### config.mk
export PLATFORM = sky130hd
export DESIGN_NAME = txring_walker
export DESIGN_NICKNAME = d
export VERILOG_FILES = /design/src/rtl/txring_walker.sv
export SDC_FILE = /design/constraint.sdc
export NUM_CORES = 1
export LEC_CHECK = 0
export ABC_AREA = 0
export ABC_CLOCK_PERIOD_IN_PS = 2260
export BUFFER_PORTS_ARGS = -buffer_cell sky130_fd_sc_hd__buf_4
export CORE_MARGIN = 10
export CORE_UTILIZATION = 30
export CTS_BUF_LIST = sky130_fd_sc_hd__clkbuf_8
export CTS_CLUSTER_DIAMETER = 100
export DETAILED_ROUTE_END_ITERATION = 12
export PLACE_DENSITY = 0.55
export SLEW_MARGIN = 20
export SYNTH_ARGS = -nofsm -noshare
export SYNTH_HDL_FRONTEND = slang
export SYNTH_SLANG_ARGS = --single-unit
### constraint.sdc
create_clock -name clk -period 2.26 [get_ports clk]
set_input_delay 0.452 -clock clk [delete_from_list [all_inputs] [get_ports clk]]
set_output_delay 0.452 -clock clk [all_outputs]
set_load 0.03 [all_outputs]
### src/rtl/txring_walker.sv
module txring_walker #(
  parameter int BASE_W = 21,
  parameter int DISP_W = 8,
  parameter int SZ_W   = 4,
  parameter int LEN_W  = 14
) (
  input  logic              clk,
  input  logic              rst_n,
  input  logic              sw_rst,
  input  logic              dma_en,
  input  logic              drain_mode,
  input  logic [BASE_W-1:0] ring_base,
  input  logic [SZ_W-1:0]   ring_size,
  input  logic              kick,
  input  logic              fifo_empty,
  output logic              mem_req,
  output logic              mem_we,
  output logic [BASE_W+DISP_W+2:0] mem_addr,
  output logic [31:0]       mem_wdata,
  input  logic              mem_ack,
  input  logic [31:0]       mem_rdata,
  output logic              buf_req,
  output logic [31:0]       buf_addr,
  output logic [LEN_W-1:0]  buf_len,
  output logic              buf_sop,
  output logic              buf_eop,
  output logic              buf_csum,
  input  logic              buf_ack,
  output logic              kick_pend,
  output logic [DISP_W-1:0] disp,
  output logic              pkt_sent,
  output logic              irq_all,
  output logic              irq_eop_err
);
  localparam int LOW_W = DISP_W - SZ_W;

  typedef enum logic [2:0] {S_IDLE, S_FLAG, S_ADDR, S_BUF, S_WB, S_FIN} st_t;

  st_t         st;
  logic [31:0] flags;
  logic [31:0] baddr;
  logic        in_pkt;
  logic        did;

  logic [DISP_W-1:0] last_ent;
  assign last_ent = {ring_size, {LOW_W{1'b1}}};

  assign mem_req   = (st == S_FLAG) || (st == S_ADDR) || (st == S_WB);
  assign mem_we    = (st == S_WB);
  assign mem_addr  = {ring_base, disp, (st == S_ADDR), 2'b00};
  assign mem_wdata = {1'b0, flags[30:0]};

  assign buf_req  = (st == S_BUF);
  assign buf_addr = baddr;
  assign buf_len  = flags[LEN_W-1:0];
  assign buf_sop  = flags[30];
  assign buf_eop  = flags[29];
  assign buf_csum = flags[28];

  always_ff @(posedge clk or negedge rst_n) begin
    if (!rst_n) begin
      st <= S_IDLE; flags <= '0; baddr <= '0; in_pkt <= 1'b0; did <= 1'b0;
      kick_pend <= 1'b0; disp <= '0; pkt_sent <= 1'b0; irq_all <= 1'b0; irq_eop_err <= 1'b0;
    end else if (sw_rst) begin
      st <= S_IDLE; flags <= '0; baddr <= '0; in_pkt <= 1'b0; did <= 1'b0;
      kick_pend <= 1'b0; disp <= '0; pkt_sent <= 1'b0; irq_all <= 1'b0; irq_eop_err <= 1'b0;
    end else begin
      pkt_sent  <= 1'b0;
      kick_pend <= kick_pend | kick;
      irq_all   <= irq_all & ~kick;
      case (st)
        S_IDLE: if (kick_pend && dma_en) begin
          kick_pend <= kick;
          did       <= 1'b0;
          st        <= S_FLAG;
        end
        S_FLAG: if (mem_ack) begin
          if (mem_rdata[31]) begin
            flags <= mem_rdata;
            st    <= S_ADDR;
          end else begin
            if (in_pkt) irq_eop_err <= 1'b1;
            in_pkt <= 1'b0;
            st     <= S_FIN;
          end
        end
        S_ADDR: if (mem_ack) begin
          baddr <= mem_rdata;
          st    <= S_BUF;
        end
        S_BUF: if (buf_ack) st <= S_WB;
        S_WB: if (mem_ack) begin
          disp     <= (disp == last_ent) ? '0 : disp + 1'b1;
          in_pkt   <= ~flags[29];
          pkt_sent <= flags[29];
          did      <= 1'b1;
          st       <= dma_en ? S_FLAG : S_IDLE;
        end
        S_FIN: if (!drain_mode || fifo_empty) begin
          if (did) irq_all <= 1'b1;
          st <= S_IDLE;
        end
        default: st <= S_IDLE;
      endcase
    end
  end

  a_r2_no_fetch_when_disabled: assert property (@(posedge clk) disable iff (!rst_n)
    (!mem_req && !buf_req && !dma_en) |=> !mem_req);

  a_r4_disp_in_ring: assert property (@(posedge clk) disable iff (!rst_n)
    mem_req |-> (disp <= last_ent));

  a_r5_pend_self_clear: assert property (@(posedge clk) disable iff (!rst_n)
    (st == S_IDLE && kick_pend && dma_en && !kick) |=> !kick_pend);

  a_r7_buf_req_held: assert property (@(posedge clk) disable iff (!rst_n || sw_rst)
    (buf_req && !buf_ack) |=> (buf_req && $stable(buf_addr) && $stable(buf_len) && $stable(buf_eop)));

  a_r8_writeback_follows: assert property (@(posedge clk) disable iff (!rst_n || sw_rst)
    (buf_req && buf_ack) |=> (mem_req && mem_we && !mem_wdata[31]));

  a_r9_sent_one_cycle: assert property (@(posedge clk) disable iff (!rst_n)
    pkt_sent |=> !pkt_sent);

  a_r11_drain_waits_empty: assert property (@(posedge clk) disable iff (!rst_n)
    ($rose(irq_all) && $past(drain_mode)) |-> $past(fifo_empty));

  a_r12_err_after_unowned: assert property (@(posedge clk) disable iff (!rst_n)
    $rose(irq_eop_err) |-> $past(mem_req && !mem_we && mem_ack && !mem_rdata[31]));
endmodule

=== After elaboration in Yosys (flattened, before gate mapping) ===
Index checks and enable logic that the tools add are counted.

* Add/sub/neg operators: 1
* Bitwise operators: 4
* Muxes and demuxes: 45
* Reduce and logical (&&, ||, !) cells: 21
* Equal/unequal tests: 14

{| class="wikitable"
|+ Operator list
! kind !! count
|-
| 2-to-1 mux 31 bit || 4
|-
| 2-to-1 mux 32 bit || 3
|-
| 2-to-1 mux 8 bit || 4
|-
| 2-to-1 mux 3 bit || 8
|-
| 2-to-1 mux 1 bit || 23
|-
| case mux 3 bit (6 select lines) || 1
|-
| != test 3 bit (second input constant) || 4
|-
| nonzero test 2 bit || 6
|-
| != test 3 x 2 -> 1 bit (second input constant) || 3
|-
| adder 8 x 1 -> 8 bit (second input constant) || 1
|-
| == test 8 bit || 1
|-
| AND reduction 4 bit || 2
|-
| == test 3 x 2 -> 1 bit (second input constant) || 2
|-
| == test 3 bit (second input constant) || 2
|-
| AND reduction 3 bit || 2
|-
| AND reduction 6 bit || 1
|-
| nonzero test 3 bit || 2
|-
| case mux 1 bit (2 select lines) || 2
|-
| AND reduction 2 bit || 2
|-
| == test 3 x 1 -> 1 bit (second input constant) || 1
|-
| zero test 3 bit || 1
|-
| logical OR 1 bit || 3
|-
| != test 2 bit (second input constant) || 1
|-
| NOT 1 bit || 2
|-
| other kinds (4) || 4
|}

* Register bits after elaboration: 80
* Bits of input ports: 66
* Output and inout bits: 128

=== Depth between registers and ports, before layout ===
Gate-level depths: netlist of run 1.

* Depth after elaboration: 6
* Gate-level depth with buffers: 7

=== Worst setup path before layout of run 1 ===
OpenSTA, ideal clock, no wires.

* Kind: reg-to-reg
* Start: register disp[0]
* End: register disp[3]
* Period minus slack after synthesis: 1809 ps
* Buffers on the path: 1
* Setup slack: 451 ps
* Data required time: 2124 ps
* Data arrival time: 1673 ps
* Library setup time: 136 ps
* Stages on the path, launching flop included: 7
* Cell sequence: dfrtp_1 ha_1 nand3_2 or3_1 buf_2 o211ai_1 a21oi_1

* Word-level cells in the longest chain between the ends: 5

{| class="wikitable"
|+ Ends and longest elaborated chain
! item !! RTL line !! source
|-
| start, declared || 30 || <nowiki>output logic [DISP_W-1:0] disp,</nowiki>
|-
| start signal, assigned || 93 || <nowiki>disp <= (disp == last_ent) ? '0 : disp + 1'b1;</nowiki>
|-
| adder 8 x 1 -> 8 bit or == test 8 bit (tied branches) || 93 ||
|-
| 2-to-1 mux 8 bit * || 93 ||
|-
| 2-to-1 mux 8 bit * || 92 || <nowiki>S_WB: if (mem_ack) begin</nowiki>
|-
| 2-to-1 mux 8 bit * || 71 || <nowiki>case (st)</nowiki>
|-
| 2-to-1 mux 8 bit * || 64 || <nowiki>end else if (sw_rst) begin</nowiki>
|}

Mark *: on every way between the ends. The rest lies on a longest branch, timed or not. The select of a mux whose other input is x is not followed.
A chain may end at the register's enable or synchronous reset.

=== Worst setup path after layout of run 1 ===
* Start: register st[0]
* End: output buf_req

* Word-level cells in the longest chain between the ends: 1

{| class="wikitable"
|+ Ends and longest elaborated chain
! item !! RTL line !! source
|-
| start, declared || 39 || <nowiki>st_t st;</nowiki>
|-
| start signal, assigned || 97 || <nowiki>st <= dma_en ? S_FLAG : S_IDLE;</nowiki>
|-
| == test 3 x 2 -> 1 bit || 53 || <nowiki>assign buf_req = (st == S_BUF);</nowiki>
|-
| end, declared || 22 || <nowiki>output logic buf_req,</nowiki>
|}

Every way passes these cells.

==> results of run 1 <==
==> cells in the mapped netlist, types with 2 or more instances <==
| library cell | count | share of area, % |
|---|---|---|
| sky130_fd_sc_hd__dfrtp_1 | 80 | 51 |
| sky130_fd_sc_hd__nor4_2 | 2 | 0.64 |
| sky130_fd_sc_hd__nor2_1 | 9 | 0.86 |
| sky130_fd_sc_hd__nand2b_1 | 3 | 0.48 |
| sky130_fd_sc_hd__a21oi_1 | 76 | 9.7 |
| sky130_fd_sc_hd__nand3_1 | 4 | 0.51 |
| sky130_fd_sc_hd__xor2_1 | 2 | 0.45 |
| sky130_fd_sc_hd__nand2_1 | 139 | 13 |
| sky130_fd_sc_hd__nor3_1 | 2 | 0.25 |
| sky130_fd_sc_hd__nor2b_1 | 2 | 0.32 |
| sky130_fd_sc_hd__buf_6 | 4 | 1.1 |
| sky130_fd_sc_hd__nand3b_1 | 2 | 0.38 |
| sky130_fd_sc_hd__and2_1 | 2 | 0.32 |
| sky130_fd_sc_hd__inv_1 | 5 | 0.48 |
| sky130_fd_sc_hd__xnor2_1 | 4 | 0.89 |
| sky130_fd_sc_hd__o22ai_1 | 5 | 0.80 |
| sky130_fd_sc_hd__buf_2 | 11 | 1.4 |
| sky130_fd_sc_hd__clkbuf_1 | 14 | 1.3 |
| sky130_fd_sc_hd__and3_1 | 3 | 0.48 |
| sky130_fd_sc_hd__o21ai_0 | 7 | 0.89 |
| sky130_fd_sc_hd__nor4_1 | 2 | 0.32 |
| sky130_fd_sc_hd__o21a_1 | 3 | 0.57 |
| sky130_fd_sc_hd__buf_4 | 50 | 9.5 |
==> layout make-up <==
class,count,area [sq um]
clock buffers,10,137.6
clock inverters,6,35.03
fillers,1340,7732
inverters,5,18.77
multi-input cells,289,1390
flip-flops and latches,80,2002
well taps,172,215.2
repair buffers,157,1191
==> final timing paths <==
path,start,to,slack [ns],depth (start not counted)
max,st[0]$_DFFE_PN0P_,buf_req,0.24,3
min in group clk,kick,kick_pend$_DFF_PN0_,0.31,3
max reg2reg,st[0]$_DFFE_PN0P_,flags[3]$_DFFE_PN0P_,0.51,5
max in group asynchronous,rst_n,flags[27]$_DFFE_PN0P_,1.56,2
min reg2reg,flags[14]$_DFFE_PN0P_,flags[14]$_DFFE_PN0P_,0.52,2
min,rst_n,disp[7]$_DFFE_PN0P_,0.06,1
==> cells by family (layout without fill, tap and decap cells) <==
family,after synthesis,after routing,share of synthesized area (%)
and+or+nand+nor,178,178,19.45
AOI/OAI and AO/OA,100,100,13.72
buffers and inverters,84,178,13.91
DFF,80,80,50.92
xor gates and xnor gates,6,6,1.337
adders and majority gates,1,1,0.3182
other,1,3,0.09539
muxes,1,1,0.2546
==> metrics by stage <==
stage | hold WS (ns) | power [mW] | worst slack [ns]
after floorplan | 0.1564 | 1.738 | 0.4508
final | 0.05740 | 2.756 | 0.2363
after global placement | 0.4798 | 1.835 | 0.5922
after CTS | 0.06523 | 2.810 | 0.2143
after global routing | 0.09229 | 2.897 | 0.09958
after detailed placement | 0.4800 | 1.839 | 0.5182
==> critical path, delay by kind of cell (launching register included) <==
family	cells	cell delay, ns
buf+inv	1	0.16
flops	1	0.60
simple gates	2	0.44
==> state kept, by name, summed over array words and instances (netlist names), 3 cells and up <==
signal	cells
buf_addr	32
disp	8
flags	31
st	3
==> where the power goes <==
| group | switching [mW] | internal [mW] |
|---|---|---|
| Combinational | 0.206 | 0.124 |
| Clock | 0.532 | 0.420 |
| Sequential | 0.0236 | 1.45 |
==> per-layer routing <==
| metal | track usage, % | up-vias | part of all wire, % |
|---|---|---|---|
| li1 | - | 1619 | - |
| met1 | 15.62 | 1627 | 40 |
| met2 | 21.26 | 129 | 48 |
| met3 | 5.119 | 19 | 9.6 |
| met4 | 6.106 | 0 | 2.1 |
| met5 | 0 | - | 0 |
==> summary.log, run 1 <==
qor: power.vdd.ir_drop.worst 190.5 uV
qor: cells_and_area.instances_no_fill 719
qor: die.num_io_pins 194
qor: timing.final_period_minus_worst_setup_slack 2.024 ns
qor: die.design.core.area 12720 sq um
qor: die.floorplan.initialDensity 30.90%
qor: clocking.ctsHtreeMaxLevel 3
qor: synthesis.synth-seq-cells 80
qor: route.first_iter_violations 281
qor: synthesis.ys_dominant_reg_cell sky130_fd_sc_hd__dfrtp_1
qor: route.wl_per_cell 16.91 um
qor: cells_and_area.utilization 39.22%
qor: setup_path.startpoint_type register
qor: route.detail_route.drc_violations 0
qor: placement.post_dp_cell_area 4817 sq um
qor: synthesis.synth_warnings 0
qor: power.total_leakage_power 2.364 nW
qor: route.viasPerCell 4.720
qor: timing.pins_over_slew_limit 0
qor: grt.first_global_vias 3425
qor: die.width_of_the_die 134.5 um
qor: placement.count_of_input_and_output_buffers 148
qor: cells_and_area.finish.net_count 609
qor: setup_path.timing.critical_path.slowest_cell_delay 0.60 ns
qor: power.cellPowerDensity 552.3 nW/um^2
qor: clocking.cts.reportedPaths.clkPinSlew 0.08 ns
qor: synthesis.synthesis.area_per_instance 8.717 sq um
qor: timing.hold_violations_final 0
qor: timing.worst_slew_pin_slew 0.5572 ns
qor: die.dieArea 18080 sq um
qor: route.via_count 3394
qor: cells_and_area.mostFrequentLayoutCells sky130_fd_sc_hd__buf_4, sky130_fd_sc_hd__nand2_1, sky130_fd_sc_hd__dfrtp_1
qor: grt.global_route.usage.total 13.37%
qor: synthesis.post_synth_inst_count 451
qor: timing.maxClockFrequency 494.1 MHz
qor: route.drt_pre_antenna_iters 6
qor: flow_run.timing.max_cap.violations 0
qor: cells_and_area.antenna_cells 0
qor: setup_path.cp.required 1.81 ns
qor: clocking.postCtsSetupBuffers 0
qor: synthesis.yosysSeqAreaShare 50.92%
qor: clocking.clockRootBuffer sky130_fd_sc_hd__clkbuf_8
qor: timing.fin_tns_setup 0 ns
qor: synthesis.synth-edff-count 0
qor: grt.grt-ovfl-total 0
qor: cells_and_area.area_growth_syn_to_layout 26.93%
qor: grt.maximum_number_of_pins_on_one_net_before_global_route_repair 49
qor: die.floorplan.rows 41
qor: clocking.postCtsHoldBufs 0
qor: synthesis.synth_async_sr_flop_share 100.0%
qor: cells_and_area.most_common_cell_after_layout_fill_and_taps_aside sky130_fd_sc_hd__buf_4
qor: synthesis.post_synth_instance_area 3931 sq um
qor: clocking.insertion_delay 0.36 ns
qor: synthesis.synth_cell_type_count 43
qor: timing.report.final.setup_viol 0
qor: clocking.cts-resized-gates 0
qor: timing.finalCritPeriodShare 89.54%
qor: clocking.clock_path_buffers 2
qor: setup_path.crit_type reg -> out
qor: grt.antenna_found_initial 0
qor: route.totalWireLength 12.16 mm
qor: setup_path.critical_path_peak_fanout 15
qor: route.detail-route-antenna-nets 0
qor: placement.place_inst 703
qor: setup_path.worstSetupEndpointType output port
qor: setup_path.timing.critical_path.arrival 1.57 ns
qor: cells_and_area.drive_above_1_share 32.36%
qor: clocking.tritoncts yes
qor: clocking.clock_sinks 80
qor: setup_path.slowest_stage sky130_fd_sc_hd__dfrtp_1
qor: timing.relative_slew_slack 62.85%
qor: cells_and_area.layout.cell_area.non_filler 4990 sq um
qor: clocking.cts_buffers 9
qor: outcome.outcome finished clean
qor: worst_hold_path.hold_class in -> async
qor: timing.finalClockSkew 0.006887 ns
qor: placement.globalplace.congestion 0.7763
qor: timing.rsz_0062_raised_after_global_routing false
qor: setup_path.crit_path_cell_trace and2b_1 -> and2_1 -> buf_4
qor: placement.hpwl 8.813 mm
qor: die.die_height 134.5 um
qor: grt.grt_first_pass_wirelength 19.23 mm
(Power assumes the default switching activity.)
==> inputs of run 2 (changes only) <==
--- a/config.mk
+++ b/config.mk
@@ -6,7 +6,7 @@
 export NUM_CORES = 1
 export LEC_CHECK = 0
 export ABC_AREA = 0
-export ABC_CLOCK_PERIOD_IN_PS = 2260
+export ABC_CLOCK_PERIOD_IN_PS = 2150
 export BUFFER_PORTS_ARGS = -buffer_cell sky130_fd_sc_hd__buf_4
 export CORE_MARGIN = 10
 export CORE_UTILIZATION = 30
==> constraint.sdc (replaced) <==
create_clock -name clk -period 2.15 [get_ports clk]
set_input_delay 0.43 -clock clk [delete_from_list [all_inputs] [get_ports clk]]
set_output_delay 0.43 -clock clk [all_outputs]
set_load 0.03 [all_outputs]
==> run 2 against run 1 <==
Against the previous run: critical endpoint is now mem_req; register-to-register slack got worse by 0.10 ns; clock skew rose by 0.0023 ns; critical path type unchanged; clock power rose by 5%; utilization barely moved; clock-buffer cell count rose by 1; first-iteration DRC count fell by 26%; setup slack got worse by 0.084 ns; worst hold slack got worse by 0.016 ns.
==> summary.log, run 2 (synthesized netlist as in run 1, its figures left out) <==
qor: clocking.insertion_delay 0.35 ns [was 0.36 ns]
qor: timing.relative_slew_slack 63.72% [was 62.85%]
qor: timing.fin_tns_setup 0 ns [unchanged]
qor: outcome.outcome finished clean [unchanged]
qor: placement.globalplace.congestion 0.7921 [was 0.7763]
qor: clocking.cts.reportedPaths.clkPinSlew 0.08 ns [about the same]
qor: timing.rsz_0062_raised_after_global_routing false [unchanged]
qor: setup_path.timing.critical_path.slowest_cell_delay 0.54 ns [was 0.60 ns]
qor: setup_path.startpoint_type register [unchanged]
qor: timing.finalClockSkew 0.009210 ns [was 0.006887 ns]
qor: cells_and_area.layout.cell_area.non_filler 4987 sq um [was 4990 sq um]
qor: grt.maximum_number_of_pins_on_one_net_before_global_route_repair 45 [was 49]
qor: die.floorplan.initialDensity 30.90% [unchanged]
qor: cells_and_area.combined_area_of_the_multi_input_logic_cells 1390 sq um [unchanged]
qor: cells_and_area.mostFrequentLayoutCells sky130_fd_sc_hd__buf_4, sky130_fd_sc_hd__nand2_1, sky130_fd_sc_hd__dfrtp_1 [unchanged]
qor: setup_path.crit_path_cell_trace nand2b_1 -> o22ai_1 -> buf_4 [was and2b_1 -> and2_1 -> buf_4]
qor: grt.global_route.usage.total 13.41% [was 13.37%]
qor: setup_path.critical_path_peak_fanout 15 [unchanged]
qor: placement.hpwl 8.759 mm [was 8.813 mm]
qor: cells_and_area.instances_no_fill 716 [was 719]
qor: cells_and_area.drive_above_1_share 31.80% [was 32.36%]
qor: placement.post_dp_cell_area 4815 sq um [was 4817 sq um]
qor: grt.grt-ovfl-total 0 [unchanged]
qor: cells_and_area.flip_flop_count_of_the_largest_register_all_copies_and_words_added 32 [unchanged]
qor: die.design.core.area 12720 sq um [unchanged]
qor: clocking.clock_sinks 80 [unchanged]
qor: timing.whs 0.04183 ns [was 0.05740 ns]
qor: clocking.cts-resized-gates 0 [unchanged]
qor: die.num_io_pins 194 [unchanged]
qor: clocking.cts_buffers 9 [unchanged]
qor: clocking.clock_path_buffers 2 [unchanged]
qor: clocking.ctsHtreeMaxLevel 3 [unchanged]
qor: timing.pins_over_slew_limit 0 [unchanged]
qor: setup_path.crit_buf_inv 1 [unchanged]
qor: route.totalWireLength 12.26 mm [was 12.16 mm]
qor: route.first_iter_violations 209 [was 281]
qor: cells_and_area.finish.net_count 607 [was 609]
qor: power.vdd.ir_drop.worst 210.1 uV [was 190.5 uV]
qor: worst_hold_path.hold_class in -> async [unchanged]
qor: setup_path.slowest_stage sky130_fd_sc_hd__dfrtp_1 [unchanged]
qor: route.detail_route.drc_violations 0 [unchanged]
qor: clocking.clockRootBuffer sky130_fd_sc_hd__clkbuf_8 [unchanged]
qor: cells_and_area.area_growth_syn_to_layout 26.86% [was 26.93%]
qor: grt.grt_first_pass_wirelength 19.59 mm [was 19.23 mm]
qor: route.drt_pre_antenna_iters 4 [was 6]
qor: cells_and_area.n_fill_cell 1364 [was 1340]
qor: setup_path.timing.critical_path.arrival 1.57 ns [about the same]
qor: die.die_height 134.5 um [unchanged]
qor: route.viasPerCell 4.677 [was 4.720]
qor: die.width_of_the_die 134.5 um [unchanged]
qor: route.via_count 3349 [was 3394]
qor: cells_and_area.most_common_cell_after_layout_fill_and_taps_aside sky130_fd_sc_hd__buf_4 [unchanged]
qor: cells_and_area.antenna_cells 0 [unchanged]
qor: power.cellPowerDensity 581.1 nW/um^2 [was 552.3 nW/um^2]
qor: placement.place_inst 701 [was 703]
qor: timing.worst_slew_pin_slew 0.5443 ns [was 0.5572 ns]
qor: placement.count_of_input_and_output_buffers 148 [unchanged]
qor: cells_and_area.area.sequential 2002 sq um [unchanged]
qor: clocking.postCtsSetupBuffers 0 [unchanged]
qor: power.total_leakage_power 2.363 nW [was 2.364 nW]
qor: timing.report.final.setup_viol 0 [unchanged]
qor: grt.first_global_vias 3507 [was 3425]
qor: die.dieArea 18080 sq um [unchanged]
qor: grt.antenna_found_initial 0 [unchanged]
qor: timing.maxClockFrequency 500.6 MHz
qor: setup_path.cell_type_group_with_the_largest_total_delay_on_the_critical_path flip-flops [unchanged]
qor: route.detail-route-antenna-nets 0 [unchanged]
qor: setup_path.crit_type reg -> out [unchanged]
qor: setup_path.cp.required 1.72 ns [was 1.81 ns]
qor: route.wl_per_cell 17.12 um [was 16.91 um]
qor: clocking.postCtsHoldBufs 0 [unchanged]
qor: flow_run.timing.max_cap.violations 0 [unchanged]
qor: timing.hold_violations_final 0 [unchanged]
qor: timing.finalCritPeriodShare 92.91%
qor: die.floorplan.rows 41 [unchanged]
qor: setup_path.worstSetupEndpointType output port [unchanged]
qor: clocking.tritoncts yes [unchanged]
qor: timing.final_period_minus_worst_setup_slack 1.998 ns
-- run 2: cell types whose count changed in the layout (fill, tap and decap cells not counted), sizes merged --
cell      delta
clkbuf       +1
inv          +1
buf          -2
clkinvlp     -1
clkinv       -2
-- run 2: worst paths after layout --
check	startpoint	to	slack, ns	depth (start not counted)
max	st[0]$_DFFE_PN0P_	mem_req	0.15	3
min	rst_n	disp[7]$_DFFE_PN0P_	0.04	1
max reg2reg	st[0]$_DFFE_PN0P_	flags[11]$_DFFE_PN0P_	0.41	5
min reg2reg	flags[14]$_DFFE_PN0P_	flags[14]$_DFFE_PN0P_	0.53	2
max in group asynchronous	rst_n	buf_addr[23]$_DFFE_PN0P_	1.45	2
min in group clk	kick	kick_pend$_DFF_PN0_	0.31	3
-- run 2: layout make-up --
type                    count  area share [%]
repair buffers            155           23.83
clock buffers              11           3.036
inverters                   5          0.3763
well taps                 172           4.315
multi-input cells         289           27.87
flip-flops and latches     80           40.14
clock inverters             4          0.4265
-- run 2: metal layers --
layer	routed length [um]	share of wire (%)	GRT usage, %
met1	5122	42	15.47
met2	5881	48	21.64
met3	1034	8.4	5.341
met4	218	1.8	5.623
met5	0	0	0
-- run 2: power breakdown --
part	leakage, nW	total (mW)	internal, mW	switching (mW)
Sequential	1.11	1.55	1.52	0.0253
Clock	0.0924	1.00	0.468	0.534
Combinational	1.16	0.346	0.130	0.216
Total	2.36	2.90	2.12	0.775
-- run 2: metrics by stage --
step	setup WS (ns)	power, mW	util (%)
2_1_floorplan	0.3408	1.827	-
3_3_place_gp	0.4756	1.929	37.84
3_5_place_dp	0.4218	1.933	37.84
4_1_cts	0.1238	2.961	39.20
5_1_grt	0.05557	3.053	39.20
6_report	0.1525	2.898	39.20
==> inputs of run 3 (changes only) <==
--- a/config.mk
+++ b/config.mk
@@ -14,6 +14,7 @@
 export CTS_CLUSTER_DIAMETER = 100
 export DETAILED_ROUTE_END_ITERATION = 12
 export PLACE_DENSITY = 0.55
+export REMOVE_ABC_BUFFERS = 1
 export SLEW_MARGIN = 20
 export SYNTH_ARGS = -nofsm -noshare
 export SYNTH_HDL_FRONTEND = slang
==> run 3 against run 2 <==
Against the previous run: clock-buffer cell count fell by 1; worst hold slack improved by 0.0065 ns; global-route usage fell by 0.25 points; critical endpoint is now buf_req; highest routed layer unchanged.
==> summary.log, run 3 (synthesized netlist as in run 1, its figures left out) <==
qor: route.drt_pre_antenna_iters 4 [unchanged]
qor: clocking.insertion_delay 0.36 ns [was 0.35 ns]
qor: die.design.core.area 12720 sq um [unchanged]
qor: timing.report.final.setup_viol 0 [unchanged]
qor: cells_and_area.finish.net_count 608 [was 607]
qor: cells_and_area.antenna_cells 0 [unchanged]
qor: timing.final_period_minus_worst_setup_slack 1.991 ns [was 1.998 ns]
qor: clocking.postCtsHoldBufs 0 [unchanged]
qor: route.totalWireLength 12.04 mm [was 12.26 mm]
qor: grt.maximum_number_of_pins_on_one_net_before_global_route_repair 43 [was 45]
qor: timing.finalCritPeriodShare 92.58% [was 92.91%]
qor: route.wl_per_cell 16.79 um [was 17.12 um]
qor: clocking.clock_sinks 80 [unchanged]
qor: cells_and_area.flip_flop_count_of_the_largest_register_all_copies_and_words_added 32 [unchanged]
qor: clocking.cts-resized-gates 0 [unchanged]
qor: die.floorplan.rows 41 [unchanged]
qor: timing.setup_slack 0.1595 ns [was 0.1525 ns]
qor: placement.place_worst_setup_slack 0.3943 ns [was 0.4218 ns]
qor: timing.rsz_0062_raised_after_global_routing false [unchanged]
qor: cells_and_area.utilization 39.63% [was 39.20%]
qor: timing.whs 0.04834 ns [was 0.04183 ns]
qor: placement.count_of_input_and_output_buffers 148 [unchanged]
qor: setup_path.startpoint_type register [unchanged]
qor: placement.hpwl 8.585 mm [was 8.759 mm]
qor: timing.worst_slew_pin_slew 0.5447 ns [was 0.5443 ns]
qor: grt.antenna_found_initial 0 [unchanged]
qor: placement.globalplace.congestion 0.8147 [was 0.7921]
qor: timing.fin_tns_setup 0 ns [unchanged]
qor: route.viasPerCell 4.721 [was 4.677]
qor: route.first_iter_violations 181 [was 209]
qor: die.floorplan.initialDensity 30.90% [unchanged]
qor: cells_and_area.most_common_cell_after_layout_fill_and_taps_aside sky130_fd_sc_hd__buf_4 [unchanged]
qor: timing.maxClockFrequency 502.4 MHz [was 500.6 MHz]
qor: clocking.clockRootBuffer sky130_fd_sc_hd__clkbuf_8 [unchanged]
qor: cells_and_area.instances_no_fill 717 [was 716]
qor: route.detail_route.drc_violations 0 [unchanged]
qor: power.vdd.ir_drop.worst 280.6 uV [was 210.1 uV]
qor: power.total_leakage_power 2.371 nW [was 2.363 nW]
qor: timing.finalClockSkew 0.004340 ns [was 0.009210 ns]
qor: cells_and_area.n_fill_cell 1352 [was 1364]
qor: setup_path.crit_path_cell_trace and2b_1 -> and2_1 -> buf_4 [was nand2b_1 -> o22ai_1 -> buf_4]
qor: die.width_of_the_die 134.5 um [unchanged]
qor: placement.place_inst 702 [was 701]
qor: grt.global_route.usage.total 13.16% [was 13.41%]
qor: die.dieArea 18080 sq um [unchanged]
qor: clocking.postCtsSetupBuffers 0 [unchanged]
qor: setup_path.worstSetupEndpointType output port [unchanged]
qor: route.detail-route-antenna-nets 0 [unchanged]
qor: clocking.cts.reportedPaths.clkPinSlew 0.08 ns [about the same]
qor: timing.pins_over_slew_limit 0 [unchanged]
qor: placement.post_dp_cell_area 4847 sq um [was 4815 sq um]
qor: timing.relative_slew_slack 63.69% [was 63.72%]
qor: setup_path.critical_path_peak_fanout 15 [unchanged]
qor: setup_path.timing.critical_path.arrival 1.56 ns [was 1.57 ns]
qor: flow_run.timing.max_cap.violations 0 [unchanged]
qor: clocking.cts_buffers 9 [unchanged]
qor: grt.first_global_vias 3585 [was 3507]
qor: cells_and_area.layout.cell_area.non_filler 5042 sq um [was 4987 sq um]
qor: outcome.outcome finished clean [unchanged]
qor: timing.hold_violations_final 0 [unchanged]
qor: setup_path.crit_type reg -> out [unchanged]
qor: cells_and_area.drive_above_1_share 32.11% [was 31.80%]
qor: route.via_count 3385 [was 3349]
qor: cells_and_area.mostFrequentLayoutCells sky130_fd_sc_hd__buf_4, sky130_fd_sc_hd__nand2_1, sky130_fd_sc_hd__dfrtp_1 [unchanged]
qor: clocking.clock_path_buffers 2 [unchanged]
qor: die.die_height 134.5 um [unchanged]
qor: worst_hold_path.hold_class in -> async [unchanged]
qor: setup_path.timing.critical_path.slowest_cell_delay 0.59 ns [was 0.54 ns]
qor: grt.grt-ovfl-total 0 [unchanged]
qor: power.totalPowerFinal 3.017 mW [was 2.898 mW]
qor: setup_path.slowest_stage sky130_fd_sc_hd__dfrtp_1 [unchanged]
qor: grt.grt_first_pass_wirelength 19.20 mm [was 19.59 mm]
qor: clocking.tritoncts yes [unchanged]
qor: cells_and_area.area_growth_syn_to_layout 28.26% [was 26.86%]
qor: power.cellPowerDensity 598.3 nW/um^2 [was 581.1 nW/um^2]
qor: die.num_io_pins 194 [unchanged]
qor: clocking.ctsHtreeMaxLevel 3 [unchanged]
qor: setup_path.cp.required 1.72 ns [about the same]
[run 3: cell count changes in the layout (fill, tap and decap cells not counted), sizes merged]
cell | previous run | this run
inv | 6 | 5
clkinvlp | 1 | 3
clkbuf | 11 | 10
clkinv | 2 | 1
buf | 155 | 156
bufinv | 0 | 1
[run 3: final cells by class]
cell class | instances | area [sq um] | area share [%]
tap | 172 | 215.2 | 4.268
clock inverter | 5 | 57.56 | 1.141
clock buffer | 10 | 137.6 | 2.730
sequential | 80 | 2002 | 39.70
timing repair buffer | 156 | 1221 | 24.22
inverter | 5 | 18.77 | 0.3722
multi-input combinational | 289 | 1390 | 27.57
[run 3: per-layer routing]
metal / share of wire [%] / GRT usage [%]
met1: 44 / 15.62
met2: 47 / 20.68
met3: 8.4 / 5.675
met4: 1.4 / 4.716
met5: 0 / 0.5831
[run 3: path summary, 6_finish.rpt]
| check | start | endpoint | slack (ns) | cells after the start |
|---|---|---|---|---|
| worst min register to register | buf_addr[17]$_DFFE_PN0P_ | buf_addr[17]$_DFFE_PN0P_ | 0.53 | 2 |
| worst max-delay path | st[0]$_DFFE_PN0P_ | buf_req | 0.16 | 3 |
| worst min-delay path | rst_n | buf_addr[31]$_DFFE_PN0P_ | 0.05 | 1 |
| worst max register to register | disp[0]$_DFFE_PN0P_ | disp[4]$_DFFE_PN0P_ | 0.39 | 5 |
| min in group clk | kick | kick_pend$_DFF_PN0_ | 0.30 | 3 |
| max in group asynchronous | rst_n | buf_addr[27]$_DFFE_PN0P_ | 1.50 | 2 |
[run 3: where the power goes]
part | internal (mW) | switching (mW) | total (mW)
sequential | 1.52 | 0.0241 | 1.55
combinational | 0.133 | 0.213 | 0.346
clock | 0.559 | 0.563 | 1.12
[run 3: critical path, delay by kind of cell, from the launching register on]
family,cells,cell delay (ns)
flops,1,0.59
simple gates,2,0.45
buf+inv,1,0.16
